===== config.mk =====
export PLATFORM = sky130hd
export DESIGN_NAME = hazard_sbq
export DESIGN_NICKNAME = d
export VERILOG_FILES = /design/src/rtl/sbq_pkg.sv /design/src/rtl/sbq_ctrl.sv /design/src/rtl/sbq_store.sv /design/src/rtl/sbq_search.sv /design/src/rtl/hazard_sbq.sv
export SDC_FILE = /design/constraint.sdc
export NUM_CORES = 1
export LEC_CHECK = 0
export ABC_AREA = 1
export BUFFER_PORTS_ARGS = -buffer_cell sky130_fd_sc_hd__buf_2
export CAP_MARGIN = 20
export CORE_MARGIN = 8
export CORE_UTILIZATION = 50
export DETAILED_ROUTE_END_ITERATION = 16
export PLACE_DENSITY = 0.75
export SYNTH_ARGS = -nofsm -noshare
export SYNTH_HDL_FRONTEND = slang
export SYNTH_SLANG_ARGS = --single-unit

===== constraint.sdc =====
create_clock -name clk -period 1.4 [get_ports clk]
set_input_delay 0.21 -clock clk [delete_from_list [all_inputs] [get_ports clk]]
set_output_delay 0.21 -clock clk [all_outputs]
set_load 0.005 [all_outputs]

===== src/rtl/sbq_pkg.sv =====
package sbq_pkg;
  typedef enum logic {
    SBQ_CONFLICT_FREE = 1'b0,
    SBQ_PIPELINE      = 1'b1
  } sbq_mode_e;
endpackage


===== src/rtl/sbq_ctrl.sv =====
module sbq_ctrl #(
  parameter int unsigned DEPTH = 2,
  parameter sbq_pkg::sbq_mode_e MODE = sbq_pkg::SBQ_PIPELINE,
  localparam int unsigned PW = (DEPTH > 1) ? $clog2(DEPTH) : 1,
  localparam int unsigned CW = $clog2(DEPTH + 1)
) (
  input  logic          clk,
  input  logic          rst_n,
  input  logic          ins_en,
  input  logic          rem_en,
  output logic          push,
  output logic          pop,
  output logic [PW-1:0] wr_ptr,
  output logic [PW-1:0] rd_ptr,
  output logic          full,
  output logic          empty,
  output logic          ins_reject
);
  logic [CW-1:0] cnt_q, cnt_d;
  logic [PW-1:0] wr_q, wr_d, rd_q, rd_d;
  logic          full_q, full_d, empty_q, empty_d;

  // a pop into a full queue frees the slot early only in pipelined mode
  always_comb begin
    pop        = rem_en && !empty_q;
    push       = ins_en && (!full_q || ((MODE == sbq_pkg::SBQ_PIPELINE) && pop));
    ins_reject = ins_en && !push;
  end

  always_comb begin
    cnt_d = cnt_q;
    wr_d  = wr_q;
    rd_d  = rd_q;
    if (push) begin
      wr_d = (wr_q == PW'(DEPTH - 1)) ? '0 : wr_q + 1'b1;
    end
    if (pop) begin
      rd_d = (rd_q == PW'(DEPTH - 1)) ? '0 : rd_q + 1'b1;
    end
    if (push && !pop) begin
      cnt_d = cnt_q + 1'b1;
    end else if (pop && !push) begin
      cnt_d = cnt_q - 1'b1;
    end
    full_d  = (cnt_d == CW'(DEPTH));
    empty_d = (cnt_d == '0);
  end

  always_ff @(posedge clk or negedge rst_n) begin
    if (!rst_n) begin
      cnt_q   <= '0;
      wr_q    <= '0;
      rd_q    <= '0;
      full_q  <= 1'b0;
      empty_q <= 1'b1;
    end else if (push || pop) begin
      cnt_q   <= cnt_d;
      wr_q    <= wr_d;
      rd_q    <= rd_d;
      full_q  <= full_d;
      empty_q <= empty_d;
    end
  end

  assign wr_ptr = wr_q;
  assign rd_ptr = rd_q;
  assign full   = full_q;
  assign empty  = empty_q;
endmodule


===== src/rtl/sbq_store.sv =====
module sbq_store #(
  parameter int unsigned DEPTH = 2,
  parameter int unsigned IDXW  = 5,
  localparam int unsigned PW = (DEPTH > 1) ? $clog2(DEPTH) : 1
) (
  input  logic                  clk,
  input  logic                  rst_n,
  input  logic                  push,
  input  logic                  pop,
  input  logic [PW-1:0]         wr_ptr,
  input  logic [PW-1:0]         rd_ptr,
  input  logic                  in_vld,
  input  logic [IDXW-1:0]       in_idx,
  output logic [DEPTH-1:0]      live,
  output logic [DEPTH-1:0]      ent_vld,
  output logic [DEPTH*IDXW-1:0] ent_idx
);
  for (genvar s = 0; s < DEPTH; s++) begin : g_slot
    logic            wr_here, rd_here;
    logic            live_q, live_d;
    logic            vld_q;
    logic [IDXW-1:0] idx_q;

    always_comb begin
      wr_here = push && (wr_ptr == PW'(s));
      rd_here = pop && (rd_ptr == PW'(s));
      live_d  = live_q;
      if (rd_here) live_d = 1'b0;
      if (wr_here) live_d = 1'b1;
    end

    always_ff @(posedge clk or negedge rst_n) begin
      if (!rst_n) begin
        live_q <= 1'b0;
      end else if (wr_here || rd_here) begin
        live_q <= live_d;
      end
    end

    // payload is qualified by live_q, so it needs no reset
    always_ff @(posedge clk) begin
      if (wr_here) begin
        vld_q <= in_vld;
        idx_q <= in_idx;
      end
    end

    assign live[s]                  = live_q;
    assign ent_vld[s]               = vld_q;
    assign ent_idx[s*IDXW +: IDXW]  = idx_q;
  end
endmodule


===== src/rtl/sbq_search.sv =====
module sbq_search #(
  parameter int unsigned DEPTH = 2,
  parameter int unsigned IDXW  = 5,
  parameter int unsigned NSRC  = 3
) (
  input  logic [DEPTH-1:0]      vis,
  input  logic [DEPTH-1:0]      ent_vld,
  input  logic [DEPTH*IDXW-1:0] ent_idx,
  input  logic [NSRC-1:0]       qry_vld,
  input  logic [NSRC*IDXW-1:0]  qry_idx,
  output logic [NSRC-1:0]       hit
);
  for (genvar k = 0; k < NSRC; k++) begin : g_port
    logic [DEPTH-1:0] slot_hit;
    always_comb begin
      for (int s = 0; s < DEPTH; s++) begin
        slot_hit[s] = vis[s] && ent_vld[s] &&
                      (ent_idx[s*IDXW +: IDXW] == qry_idx[k*IDXW +: IDXW]);
      end
    end
    assign hit[k] = qry_vld[k] && (|slot_hit);
  end
endmodule


===== src/rtl/hazard_sbq.sv =====
module hazard_sbq #(
  parameter int unsigned DEPTH = 2,
  parameter int unsigned IDXW  = 5,
  parameter int unsigned NSRC  = 3,
  parameter sbq_pkg::sbq_mode_e MODE = sbq_pkg::SBQ_PIPELINE,
  localparam int unsigned PW = (DEPTH > 1) ? $clog2(DEPTH) : 1
) (
  input  logic                 clk,
  input  logic                 rst_n,
  input  logic                 ins_en,
  input  logic                 ins_vld,
  input  logic [IDXW-1:0]      ins_idx,
  input  logic                 rem_en,
  input  logic [NSRC-1:0]      qry_vld,
  input  logic [NSRC*IDXW-1:0] qry_idx,
  output logic [NSRC-1:0]      hit,
  output logic                 full,
  output logic                 empty,
  output logic                 ins_reject
);
  logic                  push, pop;
  logic [PW-1:0]         wr_ptr, rd_ptr;
  logic [DEPTH-1:0]      live, vis, ent_vld;
  logic [DEPTH*IDXW-1:0] ent_idx;
  logic                  hide_oldest;

  sbq_ctrl #(.DEPTH(DEPTH), .MODE(MODE)) u_ctrl (
    .clk(clk), .rst_n(rst_n), .ins_en(ins_en), .rem_en(rem_en),
    .push(push), .pop(pop), .wr_ptr(wr_ptr), .rd_ptr(rd_ptr),
    .full(full), .empty(empty), .ins_reject(ins_reject)
  );

  sbq_store #(.DEPTH(DEPTH), .IDXW(IDXW)) u_store (
    .clk(clk), .rst_n(rst_n), .push(push), .pop(pop),
    .wr_ptr(wr_ptr), .rd_ptr(rd_ptr), .in_vld(ins_vld), .in_idx(ins_idx),
    .live(live), .ent_vld(ent_vld), .ent_idx(ent_idx)
  );

  // pipelined mode: the record retiring this cycle is already gone for lookups
  assign hide_oldest = (MODE == sbq_pkg::SBQ_PIPELINE) && pop;

  for (genvar s = 0; s < DEPTH; s++) begin : g_vis
    assign vis[s] = live[s] && !(hide_oldest && (rd_ptr == PW'(s)));
  end

  sbq_search #(.DEPTH(DEPTH), .IDXW(IDXW), .NSRC(NSRC)) u_search (
    .vis(vis), .ent_vld(ent_vld), .ent_idx(ent_idx),
    .qry_vld(qry_vld), .qry_idx(qry_idx), .hit(hit)
  );
endmodule


==> results of run 1 <==
## state kept, by name, summed over array words and instances (netlist names)
name / flops
u_ctrl.empty: 1
u_store.g_slot.idx_q: 10
u_ctrl.wr_ptr: 1
u_ctrl.rd_ptr: 1
u_ctrl.cnt_q: 2
u_store.g_slot.live_q: 2
u_ctrl.full: 1
u_store.g_slot.vld_q: 2
## cell type report
type,count,area (um^2)
sequential,20,561.8
tap,28,35.03
multi-input combinational,86,634.4
timing repair buffer,42,235.2
fill,168,644.4
clock buffer,3,22.52
clock inverter,1,30.03
inverter,13,48.80
## worst max-delay path by stage
| stage | startpoint | to | slack (ns) | cells past startpoint |
|---|---|---|---|---|
| floorplan | u_ctrl.empty | hit[0] | 0.01 | 6 |
| global placement | u_ctrl.empty | hit[0] | -0.10 | 7 |
| detailed placement | u_ctrl.empty | hit[1] | -0.20 | 7 |
| CTS | u_ctrl.empty | hit[1] | -0.47 | 7 |
| global route | u_ctrl.empty | hit[1] | -0.51 | 7 |
| finish | u_ctrl.empty | hit[1] | -0.43 | 7 |
## through the flow
step	hold WS [ns]	TNS [ns]	power, W	setup slack [ns]	cells
final	0.08781	-1.748	0.002419	-0.4261	193
after global routing	0.06739	-2.545	0.002570	-0.5136	193
after CTS	0.08216	-1.748	0.002354	-0.4664	193
after detailed placement	0.06227	-1.346	0.001791	-0.1991	186
after global placement	0.05504	-0.7185	0.001734	-0.1031	186
after floorplan	-0.08559	0	0.001490	0.01200	119
## critical path: stages (launching register included)
cell	delay, ns
dfstp_2	0.55
inv_2	0.05
nand2_4	0.08
o21ai_4	0.07
nor2_4	0.13
nand4_1	0.11
a21boi_1	0.19
buf_2	0.14
## kinds of logic (layout without fill, tap and decap cells)
logic type,Yosys count,after routing
and+or+nand+nor,49,49
DFF,20,20
AOI/OAI and AO/OA,8,8
xor gates and xnor gates,29,29
buffers and inverters,13,59
## timing repair
item | in CTS | in global routing
setup buffers | 2 | 0
pin swaps | 13 | 9
resized for setup | 10 | 8
hold endpoints to repair | 8 | 0
hold buffers | 1 | 0
setup endpoints to repair | 16 | 8
## layer usage
metal,GRT usage,up-vias,wire length (um)
met5,0,-,0
met4,0.05722,0,53
met3,0.04181,6,169
met2,0.2745,26,1538
met1,0.1320,449,1092
li1,-,481,-
## report_power, final
group	switching, W	total, W	internal, W
Combinational	0.000528	0.000954	0.000425
Sequential	0.000162	0.000996	0.000834
Clock	0.000180	0.000470	0.000289
## synth_stat cells (all sizes together)
library cell  number
nand2             24
dfstp              1
o21bai             1
xor2               8
inv               13
dfrtp              7
a21boi             3
or2                1
nand3              5
o21ai              3
nor2              12
nand4              7
xnor2             21
edfxtp            12
a22oi              1
==> summary.md, run 1 <==
| Metric | Value |
|---|---|
| Run status | `finished, violations left` |
| Violated checks | `setup timing` |
| Mean Syn Cell Area | `9.799 um^2` |
| Area post-placement | `1411 um^2` |
| Vias in the first global route | `1,093` |
| CP Class | `flip-flop to output port` |
| Post-route cell area | `1568 um^2` |
| First drt pass iteration count | `4` |
| Final Worst Setup Slack | `-0.4261 ns` |
| R2r setup slk | `-0.14 ns` |
| Mux contribution to synthesized area | `0` |
| Final count of negative-setup-slack endpoints | `7` |
| CP arrival | `1.62 ns` |
| Initial core utilization | `0.5271` |
| Sequential-to-total area share from yosys stat | `0.4818` |
| RePlAce Congestion | `0.7764` |
| Skew-Pair Late Insertion Delay | `0.30 ns` |
| Fmax | `547.6 MHz` |
| Synth top area cells | `edfxtp_1, xnor2_1, dfrtp_1` |
| CTS clk-pin slew, worst paths | `0.12 ns` |
| Max_cap viols | `0` |
| Peak VDD IR | `1.036 mV` |
| Layout area overhead | `34.44%` |
| Synth Area in XOR/XNOR | `0.2178` |
| Area leader, netlist | `edfxtp_1` |
| GR Overflow Total | `0` |
| Fin crit period | `1.826 ns` |
| Min-delay src | `ins_vld` |
| Yosys warnings | `0` |
| Simple-gate share of the synthesized area | `0.2103` |
| Vias | `962` |
| Pwr Density | `1543 nW/um^2` |
| Reg2Reg Launch Point | `u_ctrl.empty` |
| Wire length per cell | `14.78 um` |
| CP endpoint kind | `output port` |
| Commonest non-fill, non-tap cell in the layout | `buf_2` |
| Num ports | `34` |
| Worst-path fanout max | `4` |
| Tcrit/Tclk final | `1.304` |
| Post-synthesis compound-gate area fraction | `0.04828` |
| Antenna Nets Post-Route | `0` |
| Final Hold Viols | `0` |
| Worst path required time | `1.19 ns` |
| GRT Overall Usage | `0.1409` |
| Post-synthesis cell type count | `21` |
| Yosys reg bits | `20` |
| Port Buf Inserts | `33` |
| # DRC | `0` |
| Die area | `4134 um^2` |
| Main combinational cell family by area after synthesis | `XOR/XNOR gates` |
| Cts bufs inserted | `3` |
| Initial DRC Count | `15` |
| Synthesized net count | `147` |
| Core Region | `2212 um^2` |
| Worst-Margin Slew | `0.2285 ns` |
| Ant. Diodes | `0` |
| Floorplan row count | `17` |
| R2R cell count | `11` |
| CTS tree | `built` |
| Crit path launch type | `flip-flop` |
| Post-DP HPWL | `2275 um` |
| Vert. Die Dim | `64.30 um` |
| Root Buffer | `clkbuf_4` |
| Commonest non-fill, non-tap cells in the layout | `buf_2, xnor2_1, nand2_1, inv_1, edfxtp_1` |
| FF-to-FF End | `u_ctrl.full` |
| Clock Tree Buf Depth | `2` |
| Hold depth | `1` |
| Clk_skew | `0.006260 ns` |
| Global-route wire length before repair | `4678 um` |
| Vias per cell | `4.984` |
| Slew HR | `0.8473` |
| Syn Inst Count | `119` |
| Share of cells above drive strength 1 | `0.4121` |
| Largest net degree at the start of global routing | `13` |
| Die Span X | `64.30 um` |
| Top-area cell type share of the netlist area | `0.3090` |
| Routed wire length | `2853 um` |
| Static Leak | `0.7131 nW` |
| Worst hold endpoint | `u_store.g_slot[0].vld_q` |
| Final Util | `0.7087` |
| RSZ-0062 raised after global routing | `yes` |
| Hold crit path type | `input port to flip-flop` |
| Initial antenna violation count | `0` |
| H-tree depth reported by CTS | `1` |
| Syn Std Cell Area | `1166 um^2` |
| Nets | `194` |
| CTS Sinks | `20` |
| Adder-Cell Fraction of Synth Area | `0` |
| Final Max Slew Viols | `0` |
Power figures use the tool's default switching activity.
==> inputs of run 2 (changes only) <==
==> constraint.sdc (replaced) <==
create_clock -name clk -period 1.7 [get_ports clk]
set_input_delay 0.255 -clock clk [delete_from_list [all_inputs] [get_ports clk]]
set_output_delay 0.255 -clock clk [all_outputs]
set_load 0.005 [all_outputs]
==> run 2 against run 1 <==
Combinational power down 23%. Clock skew down 0.0046 ns. Critical path type unchanged. First-iteration DRC count rose to 3.2 times the previous value. Clock power down 44%. Die area unchanged. Worst setup slack better by 0.30 ns. The flow still finishes with violations (setup timing). Critical endpoint is now hit[0].
==> summary.md, run 2 (synthesized netlist as in run 1, its figures left out) <==
| Metric | Value |
|---|---|
| Vias | `996` |
| Floorplan row count | `17` |
| Final count of negative-setup-slack endpoints | `3` |
| Static Leak | `0.7031 nW` |
| DR top layer | `met4` |
| First drt pass iteration count | `4` |
| Register bank with the most flops | `u_store.g_slot.idx_q` |
| CTS tree | `built` |
| Place WS | `0.01830 ns` |
| Final Util | `0.6867` |
| Tcrit/Tclk final | `1.073` |
| Slew HR | `0.5928` |
| Clk_skew | `0.001658 ns` |
| Root Buffer | `clkbuf_4` |
| Hold depth | `1` |
| Nets | `194` |
| Hold crit path type | `input port to flip-flop` |
| Peak VDD IR | `0.8783 mV` |
| Pwr Density | `1191 nW/um^2` |
| Commonest non-fill, non-tap cells in the layout | `buf_2, xnor2_1, nand2_1, inv_1, edfxtp_1` |
| CTS clk-pin slew, worst paths | `0.10 ns` |
| Port Buf Inserts | `33` |
| # DRC | `0` |
| Cts bufs inserted | `3` |
| Violated checks | `setup timing` |
| Routed met3 length | `161 um` |
| Worst path required time | `1.44 ns` |
| Skew-Pair Late Insertion Delay | `0.29 ns` |
| Initial antenna violation count | `0` |
| Crit path launch type | `flip-flop` |
| Die Span X | `64.30 um` |
| Commonest non-fill, non-tap cell in the layout | `buf_2` |
| Reg2Reg Launch Point | `u_ctrl.empty` |
| Largest net degree at the start of global routing | `12` |
| Stages on worst setup path | `7` |
| Cell Chain, Critical Path | `inv_2, nand2_4, o21ai_2, nor2_2, nand4_1, a21boi_1, buf_2` |
| Vert. Die Dim | `64.30 um` |
| Antenna Nets Post-Route | `0` |
| R2R cell count | `6` |
| Routed wl met2 | `1445 um` |
| RePlAce Congestion | `0.7878` |
| Final Hold Viols | `0` |
| Final Hold Slack | `0.1413 ns` |
| H-tree depth reported by CTS | `1` |
| Initial DRC Count | `48` |
| Vias in the first global route | `1,096` |
| Initial core utilization | `0.5271` |
| Worst Path Buf+Inv | `2` |
| Total power | `0.001809 W` |
| Routed wire length | `2685 um` |
| CP arrival | `1.57 ns` |
| Layout area overhead | `30.26%` |
| Final Max Slew Viols | `0` |
| CTS Sinks | `20` |
| Fmax | `548.3 MHz` |
| Max reg flops | `10` |
| CP startpoint | `u_ctrl.empty` |
| Share of cells above drive strength 1 | `0.3939` |
| Global-route wire length before repair | `4560 um` |
| Core Region | `2212 um^2` |
| Crit-path leading delay family | `flip-flops` |
| GR Overflow Total | `0` |
| RSZ-0062 raised after global routing | `yes` |
| Delay of the slowest critical-path stage | `0.55 ns` |
| Vias per cell | `5.161` |
| Worst-Margin Slew | `0.6085 ns` |
| CP Class | `flip-flop to output port` |
| Post-DP HPWL | `2219 um` |
| Num ports | `34` |
| Fin crit period | `1.824 ns` |
| Worst-path fanout max | `4` |
| Run status | `finished, violations left` |
| GRT Overall Usage | `0.1350` |
| CP endpoint kind | `output port` |
| Met1 WL | `1049 um` |
| Final Worst Setup Slack | `-0.1237 ns` |
| Clock Tree Buf Depth | `2` |
| Cell at the slowest stage of the critical path | `dfstp_2` |
| Min-delay src | `ins_vld` |
| Wire length per cell | `13.91 um` |
| Ant. Diodes | `0` |
| Die area | `4134 um^2` |
| Max_cap viols | `0` |
-- run 2: cell count changes in the layout (fill, tap and decap cells not counted), sizes merged --
cell,previous run,this run
bufinv,1,0
clkbuf,3,4
-- run 2: layout make-up --
type | count | area, um^2
clock buffers | 4 | 36.28
fillers | 170 | 693.2
inverters | 13 | 48.80
multi-input cells | 86 | 598.1
flip-flops and latches | 20 | 561.8
well taps | 28 | 35.03
repair buffers | 42 | 239.0
-- run 2: path summary, 6_finish.rpt --
path	endpoint	slack [ns]
setup / recovery	hit[0]	-0.12
hold / removal	u_store.g_slot[0].vld_q	0.14
setup reg to reg	u_store.g_slot[0].idx_q[4]	0.07
hold reg to reg	u_store.g_slot[1].live_q	0.52
max in group asynchronous	u_ctrl.empty	1.15
min in group asynchronous	u_ctrl.cnt_q[1]	0.31
-- run 2: metal layers --
layer  global-route usage  up-vias
met3              0.04355        4
li1                     -      480
met2               0.2584       32
met1               0.1304      480
met4              0.04905        0
met5                    0        -
-- run 2: metrics by stage --
| step | instances | instance area, um^2 | setup TNS, ns |
|---|---|---|---|
| after detailed placement | 184 | 1396 | 0 |
| after CTS | 191 | 1470 | -0.4635 |
| after global routing | 193 | 1519 | -0.8197 |
| final | 193 | 1519 | -0.3584 |
| after global placement | 184 | 1396 | 0 |
| after floorplan | 119 | 1166 | 0 |
-- run 2: repair_timing --
action	CTS	global route
gates resized for setup	5	7
cloned	0	0
endpoints found under the setup margin	3	4
hold buffers	1	0
pin swaps	8	8
endpoints found under the hold margin	7	0
setup buffers	2	2
-- run 2: report_power, final --
group          internal, W  switching [W]
sequential        0.000688       0.000118
combinational     0.000334       0.000404
clock             0.000131       0.000135
total              0.00115       0.000656
==> inputs of run 3 (changes only) <==
==> constraint.sdc (replaced) <==
create_clock -name clk -period 1.7 [get_ports clk]
set_input_delay 0.17 -clock clk [delete_from_list [all_inputs] [get_ports clk]]
set_output_delay 0.17 -clock clk [all_outputs]
set_load 0.005 [all_outputs]
==> run 3 against run 2 <==
The flow still finishes with violations (setup timing). Largest power group unchanged. Sequential share of layout area increased by 0.81 points. Power shrank 3.8%. Clock power shrank 17%. Combinational power down 3.1%. Register-to-register slack improved by 0.02 ns.
==> summary.md, run 3 (synthesized netlist as in run 1, its figures left out) <==
| Metric | Value |
|---|---|
| Worst-path fanout max | `3` |
| Max reg flops | `10` |
| Commonest non-fill, non-tap cells in the layout | `buf_2, xnor2_1, nand2_1, inv_1, edfxtp_1` |
| Pwr Density | `1170 nW/um^2` |
| Share of cells above drive strength 1 | `0.3602` |
| GR Overflow Total | `0` |
| Port Buf Inserts | `33` |
| Register bank with the most flops | `u_store.g_slot.idx_q` |
| Tcrit/Tclk final | `1.017` |
| Delay of the slowest critical-path stage | `0.55 ns` |
| Ant. Diodes | `0` |
| Hold crit path type | `input port to flip-flop` |
| CTS clk-pin slew, worst paths | `0.10 ns` |
| CP endpoint kind | `output port` |
| Skew-Pair Late Insertion Delay | `0.29 ns` |
| Clk_skew | `0.003290 ns` |
| Initial antenna violation count | `0` |
| Core Region | `2212 um^2` |
| Crit path launch type | `flip-flop` |
| Run status | `finished, violations left` |
| Violated checks | `setup timing` |
| Place WS | `0.1354 ns` |
| Worst-Margin Slew | `0.5194 ns` |
| Wire length per cell | `13.15 um` |
| Vias | `932` |
| Post-DP HPWL | `2083 um` |
| RSZ-0062 raised after global routing | `yes` |
| Die area | `4134 um^2` |
| Slew HR | `0.6524` |
| CTS tree | `built` |
| CP Class | `flip-flop to output port` |
| RePlAce Congestion | `0.8301` |
| GRT Overall Usage | `0.1263` |
| Nets | `190` |
| Commonest non-fill, non-tap cell in the layout | `buf_2` |
| Cell Chain, Critical Path | `inv_2, nand2_4, o21ai_4, nor2_4, nand4_1, a21boi_1, buf_2` |
| Max_cap viols | `0` |
| # DRC | `0` |
| H-tree depth reported by CTS | `1` |
| CP arrival | `1.56 ns` |
| Final Max Slew Viols | `0` |
| Clock Tree Buf Depth | `2` |
| Vert. Die Dim | `64.30 um` |
| Final Util | `0.6719` |
| Fillers | `180` |
| Num ports | `34` |
| Fin cells | `189` |
| Fin crit period | `1.729 ns` |
| Floorplan row count | `17` |
| Initial DRC Count | `35` |
| Setup TNS | `-0.03338 ns` |
| Fmax | `578.3 MHz` |
| Static Leak | `0.6810 nW` |
| Cts bufs inserted | `3` |
| Placed cells | `182` |
| Initial core utilization | `0.5271` |
| Root Buffer | `clkbuf_4` |
| Die Span X | `64.30 um` |
| Final Worst Setup Slack | `-0.02918 ns` |
| Final Hold Viols | `0` |
| Vias in the first global route | `1,029` |
| First drt pass iteration count | `4` |
| Final count of negative-setup-slack endpoints | `2` |
| Cell at the slowest stage of the critical path | `dfstp_2` |
| Largest net degree at the start of global routing | `12` |
| Worst path required time | `1.53 ns` |
| Layout area overhead | `27.47%` |
| CTS Sinks | `20` |
| Routed wire length | `2486 um` |
| Peak VDD IR | `0.8690 mV` |
| Antenna Nets Post-Route | `0` |
| Global-route wire length before repair | `4319 um` |
| Vias per cell | `4.931` |
[run 3: changes by cell type in the layout (fill, tap and decap cells not counted), sizes merged]
cell | previous run | this run
buf | 41 | 37
[run 3: final cells by class]
class | instances | area (um^2) | share of cell area
well taps | 28 | 35.03 | 0.02357
flip-flops and latches | 20 | 561.8 | 0.3779
clock buffers | 4 | 26.28 | 0.01768
multi-input cells | 86 | 605.6 | 0.4074
repair buffers | 38 | 209.0 | 0.1406
inverters | 13 | 48.80 | 0.03283
[run 3: worst paths after layout]
kind                               startpoint                         end  slack, ns  depth (start not counted)
min in group asynchronous               rst_n               u_ctrl.wr_ptr       0.23                          2
worst min register to register  u_ctrl.wr_ptr               u_ctrl.wr_ptr       0.54                          2
worst min-delay path               ins_idx[3]  u_store.g_slot[1].idx_q[3]       0.07                          1
worst max-delay path             u_ctrl.empty                      hit[1]      -0.03                          7
max in group asynchronous               rst_n                u_ctrl.empty       1.24                          2
worst max register to register   u_ctrl.empty  u_store.g_slot[0].idx_q[2]       0.09                          6
[run 3: layer usage]
| metal | share of wire | GRT usage | vias up |
|---|---|---|---|
| met5 | 0 | 0 | - |
| met1 | 0.39 | 0.1250 | 430 |
| met3 | 0.082 | 0.04355 | 2 |
| met2 | 0.52 | 0.2348 | 26 |
| li1 | - | - | 474 |
| met4 | 0.0084 | 0.04905 | 0 |
[run 3: critical path: cells and delay by family, from the launching register on]
| family | cells | cell delay (ns) |
|---|---|---|
| AOI/OAI and AO/OA | 2 | 0.25 |
| buffers and inverters | 2 | 0.19 |
| DFF | 1 | 0.55 |
| and+or+nand+nor | 3 | 0.30 |
[run 3: stage by stage]
step           area, um^2  power [W]  hold slack (ns)
6_report             1486   0.001739          0.06706
5_1_grt              1486   0.001870          0.05006
4_1_cts              1454   0.001700          0.06432
3_5_place_dp         1381   0.001431          0.01569
3_3_place_gp         1381   0.001400          0.01253
2_1_floorplan        1166   0.001227          -0.1256
[run 3: where the power goes]
| part | switching, W | total [W] | internal [W] |
|---|---|---|---|
| clock network | 0.000128 | 0.000219 | 0.0000911 |
| logic | 0.000401 | 0.000715 | 0.000314 |
| registers | 0.000118 | 0.000805 | 0.000687 |
| total | 0.000647 | 0.00174 | 0.00109 |
[run 3: what timing repair did]
action | in CTS | in global routing
endpoints found under the setup margin | 3 | 3
setup buffers | 2 | 0
gates resized for setup | 7 | 5
hold buffers | 1 | 0
endpoints found under the hold margin | 8 | 0
pin swaps | 6 | 12
